File: src/rtl/coin_pkg.sv
// Shared constants for the coin control register.
// Assumes two channels per function and two functions (lockout, counter).
package coin_pkg;
    localparam int COIN_CH    = 2;              // channels per function
    localparam int COIN_FN    = 2;              // lockout, counter
    localparam int COIN_OUTS  = COIN_CH * COIN_FN;
    localparam int GRP_SHIFT  = 3;              // words per group = 2**GRP_SHIFT

    typedef enum logic [0:0] {
        FN_LOCK  = 1'b0,
        FN_COUNT = 1'b1
    } coin_fn_e;

    // Function served by output slot i (slot = group number)
    function automatic coin_fn_e slot_fn(input int i);
        return (i / COIN_CH == 0) ? FN_LOCK : FN_COUNT;
    endfunction
endpackage

File: src/rtl/coin_win_decode.sv
// Window and group decoder.
// Turns a byte address into one select line per output slot.
// Assumes BASE is even. The group is the word offset from BASE shifted
// right by GRP_SHIFT. Groups at or above NSEL select nothing.
module coin_win_decode #(
    parameter int              ADDR_W = 24,
    parameter logic [ADDR_W-1:0] BASE = 24'h84000A,
    parameter logic [ADDR_W-1:0] LAST = 24'h84003B,
    parameter int              NSEL   = 4
) (
    input  logic              hit_en,
    input  logic [ADDR_W-1:0] addr,
    output logic [NSEL-1:0]   sel
);
    localparam int GW = ADDR_W - 1 - coin_pkg::GRP_SHIFT;

    logic              in_win;
    logic [ADDR_W-1:0] byte_off;
    logic [GW-1:0]     grp;

    // Range check and offset arithmetic
    always_comb begin
        in_win   = (addr >= BASE) && (addr <= LAST);
        byte_off = addr - BASE;
        grp      = byte_off[ADDR_W-1:1+coin_pkg::GRP_SHIFT];
    end

    // One select line per group that owns an output
    for (genvar i = 0; i < NSEL; i++) begin : g_sel
        assign sel[i] = hit_en && in_win && (grp == GW'(i));
    end
endmodule

File: src/rtl/coin_out_bit.sv
// One output flop: loads d when we is high, otherwise holds.
// Assumes a synchronous active-low reset to zero.
module coin_out_bit (
    input  logic clk,
    input  logic rst_n,
    input  logic we,
    input  logic d,
    output logic q
);
    // Hold-or-load register with synchronous clear
    always_ff @(posedge clk) begin
        if (!rst_n)  q <= 1'b0;
        else if (we) q <= d;
    end
endmodule

File: src/rtl/coin_ctrl_reg.sv
// Coin lockout and counter control register.
// Decodes upper-lane writes in a byte window into four output flops.
// Slots 0..COIN_CH-1 are lockouts and take data bit LOCK_BIT. The
// following slots are counters and take data bit CNT_BIT.
module coin_ctrl_reg #(
    parameter int              ADDR_W   = 24,
    parameter int              DATA_W   = 16,
    parameter logic [ADDR_W-1:0] BASE   = 24'h84000A,
    parameter logic [ADDR_W-1:0] LAST   = 24'h84003B,
    parameter int              LOCK_BIT = 10,
    parameter int              CNT_BIT  = 8
) (
    input  logic                     clk,
    input  logic                     rst_n,
    input  logic                     wr_en,
    input  logic [ADDR_W-1:0]        wr_addr,
    input  logic [DATA_W-1:0]        wr_data,
    input  logic [1:0]               wr_be,
    output logic [coin_pkg::COIN_CH-1:0] lock_o,
    output logic [coin_pkg::COIN_CH-1:0] count_o
);
    import coin_pkg::*;

    localparam int NOUT = COIN_OUTS;

    logic            hit;
    logic [NOUT-1:0] sel;
    logic [NOUT-1:0] out_q;

    // Only upper-lane writes can reach the outputs
    assign hit = wr_en && wr_be[1];

    coin_win_decode #(
        .ADDR_W (ADDR_W),
        .BASE   (BASE),
        .LAST   (LAST),
        .NSEL   (NOUT)
    ) u_dec (
        .hit_en (hit),
        .addr   (wr_addr),
        .sel    (sel)
    );

    // One flop per slot, data bit chosen by the slot's function
    for (genvar i = 0; i < NOUT; i++) begin : g_out
        localparam int SRC = (slot_fn(i) == FN_LOCK) ? LOCK_BIT : CNT_BIT;
        coin_out_bit u_bit (
            .clk   (clk),
            .rst_n (rst_n),
            .we    (sel[i]),
            .d     (wr_data[SRC]),
            .q     (out_q[i])
        );
    end

    assign lock_o  = out_q[COIN_CH-1:0];
    assign count_o = out_q[NOUT-1:COIN_CH];
endmodule

File: config.mk
export PLATFORM = sky130hd
export DESIGN_NAME = coin_ctrl_reg
export DESIGN_NICKNAME = d
export VERILOG_FILES = /design/src/rtl/coin_pkg.sv /design/src/rtl/coin_win_decode.sv /design/src/rtl/coin_out_bit.sv /design/src/rtl/coin_ctrl_reg.sv
export SDC_FILE = /design/constraint.sdc
export NUM_CORES = 1
export LEC_CHECK = 0
export CORE_MARGIN = 5
export CORE_UTILIZATION = 25
export DETAILED_ROUTE_END_ITERATION = 7
export PLACE_DENSITY_LB_ADDON = 0.2
export SYNTH_ARGS = -nofsm -noshare
export SYNTH_HDL_FRONTEND = slang
export SYNTH_SLANG_ARGS = --single-unit
export TNS_END_PERCENT = 50
File: constraint.sdc
create_clock -name clk -period 3.45 [get_ports clk]
set_input_delay 0.69 -clock clk [delete_from_list [all_inputs] [get_ports clk]]
set_output_delay 0.69 -clock clk [all_outputs]
set_load 0.02 [all_outputs]
==> summary.md <==
| Metric | Value |
|---|---|
| Status | complete, no violations |
| Rows | 13 |
| Largest regs | g_out.u_bit.q: 4 flops |
| Via density | 4.950 |
| Commonest non-fill, non-tap cells in the layout | clkdlybuf4s50_1, nand2_1, dfxtp_1 |
| Maxcap violations | 0 |
| Clock slew at reported path FFs | 0.04 ns |
| Initial antenna violation count | 0 |
| Top post-synthesis cells by area | dfxtp_1, mux2i_1, buf_4 |
| Later-pin clock latency in the skew report | 0.23 ns |
| Worst Path Required | 3.61 ns |
| Initial Util | 0.2678 |
| Worst-path maximum fanout | 5 |
| Most common cell after layout, fill and taps aside | clkdlybuf4s50_1 |
| Sequential Area | between 80 and 90 µm² |
| Fin Clk Skew | 0 ns |
| Pleak | 0.2116 nW |
| Placer Congestion | between 0.5 and 0.6 |
| Syn Inst Count | 34 |
| Fillers | ~120 |
| Core area | 0.001318 mm² |
| RSZ-0062 raised after global routing | false |
| Crit-path max cell delay | approximately 0.44 ns |
| Die Wd | 47.57 µm |
| Gates resized, CTS repair | 0 |
| Post-synthesis sequential area ratio | 0.2270 |
| Worst hold path class | reg -> reg |
| CP Cell Sequence | clkdlybuf4s50_1 -> nor4b_4 -> nand3_2 -> nor4b_2 -> mux2i_1 |
| Total CTS buffers | 3 |
| Nets | 112 |
| Max reg flops | 4 |
| CTS Buffer Depth | 2 |
| Via count | 396 |
| Worst slew pin tran | 0.3124 ns |
| Hold buffers post-CTS | 0 |
| Critical Path Sink Type | register |
| CP Depth | 5 |
| N_diodes | 0 |
| Boundary Pins | 49 |
| Slowest CP cell | clkdlybuf4s50_1 |
| CTS tree | done |
| Iter 0 DRT Violations | 0 |
| Crit path launch type | input pin |
| Slew Limit Fails | 0 |
| ANT nets after route | 0 |
| IO Port Bufs | 32 |
| Largest net degree at the start of global routing | 7 |
| Post-CTS Setup Inserts | 0 |
| Syn Area/Cell | 10.38 µm² |
| CP Class | in -> reg |
| Endpoints failing hold | 0 |
| PwrDens | about 220 mW/mm² |
| Post-DP HPWL | 821.8 µm |
| Fmax | 502.3 MHz |
| Hold-critical path depth | 2 |
| Syn Nets | 79 |
| GRT Overall Usage | 0.09498 |
| CP bufs+invs | 1 |
| Die H | 47.57 µm |
| Top reg by flops | g_out.u_bit.q |
| Worst r2r path cells | 2 |
| Largest delay share family, worst path | simple AND/OR/NAND/NOR gates |
| Post-route DRC | 0 |
| Rel. slew slack | 0.7898 |
| Tmin final | 1.991 ns |
| First-pass iteration count of the detailed router | 1 |
| #FFs+latches synth | 4 |
| H-tree Lvls | 1 |
| Congestion Overflow GR | 0 |
| First-pass GRT wire length | around 1.5 mm |
| Final Core Density | 0.5195 |
| Cell accounting for the most synthesized area | dfxtp_1 |
| Total Wirelength | 907 µm |
| Share of the synthesized area in the top cell type | 0.2270 |
| Vias in the first global route | 411 |
| Final number of setup-violating endpoints | 0 |
| Sink Count | 4 |
| Unique masters post-synth | 19 |
| Warnings, synthesis | 0 |
| Total negative setup slack | 0 ns |
| Layout area overhead | 93.97% |
| Multi-input logic area | 242.7 µm² |
| Post-Syn Area | between 300 and 400 µm² |
| Fin crit share | 0.5771 |
| Layout cells sized above 1 | 0.1846 |
| Root Buffer | clkbuf_4 |
| Routed len/inst | 11.34 µm |
| VDD IR max | 0.1405 mV |
| Die footprint | 0.002262 mm² |
| WP data arrival | 2.15 ns |
metrics by stage:
step	cells	total power, mW	setup WS [ns]	cell area, µm²	hold WS, ns
2_1_floorplan	34	0.05557	1.751	352.8	0.4351
3_3_place_gp	77	0.09223	1.180	661.9	0.4449
3_5_place_dp	77	0.09280	1.186	661.9	0.4508
4_1_cts	80	0.1526	1.437	684.4	0.4586
5_1_grt	80	0.1589	1.286	684.4	0.4933
6_report	80	0.1503	1.459	684.4	0.4566
path summary, 6_finish.rpt:
path | start | slack, ns | endpoint
setup / recovery | wr_addr[6] | 1.46 | g_out[2].u_bit.q
hold reg to reg | g_out[0].u_bit.q | 0.46 | g_out[0].u_bit.q
setup reg to reg | g_out[3].u_bit.q | 2.84 | g_out[3].u_bit.q
hold / removal | g_out[0].u_bit.q | 0.46 | g_out[0].u_bit.q
Yosys cell counts:
cell type	n
nand2_1	5
buf_4	4
dfxtp_1	4
mux2i_1	3
nand3_2	2
nor4_2	2
nor4b_2	2
a211oi_2	1
nand3b_1	1
nand4_1	1
nor4_1	1
nor4b_4	1
nor4bb_1	1
o2111ai_1	1
o21ai_2	1
o311ai_1	1
o41ai_1	1
or3b_1	1
xor2_1	1
tightest hold or removal path: stages (launching register included):
cell and delay (ns):
dfxtp_1 0.30, nand2_1 0.05, mux2i_1 0.05
cells by family (layout without fill, tap and decap cells):
| kind of cell | Yosys count | count (layout) | share of synthesized area |
|---|---|---|---|
| buf+inv | 4 | 35 | 0.08511 |
| compound gates | 5 | 5 | 0.1348 |
| flops | 4 | 4 | 0.2270 |
| simple gates | 17 | 17 | 0.4433 |
| mux | 3 | 3 | 0.08511 |
| xor+xnor | 1 | 1 | 0.02483 |
metal layers:
| metal | wire length [µm] | part of all wire | up-vias | track usage |
|---|---|---|---|---|
| met5 | 0 | 0 | - | 0 |
| met4 | 0 | 0 | 0 | 0.08065 |
| met3 | 117 | 0.13 | 0 | 0.02632 |
| met2 | 456 | 0.50 | 24 | 0.1684 |
| met1 | 333 | 0.37 | 175 | 0.08889 |
| li1 | - | - | 197 | - |
report_power, final:
group          internal [mW]  switching (mW)
Sequential            0.0465   0.00000000553
Combinational         0.0325          0.0126
Clock                 0.0390          0.0197
Total                  0.118          0.0323
layout make-up:
| class | instances | area share |
|---|---|---|
| multi-input combinational | 26 | 0.3547 |
| sequential | 4 | 0.1170 |
| clock buffer | 3 | 0.03291 |
| timing repair buffer | 32 | 0.4680 |
| tap | 15 | 0.02742 |
No activity file was read; power rests on OpenSTA's default activity.
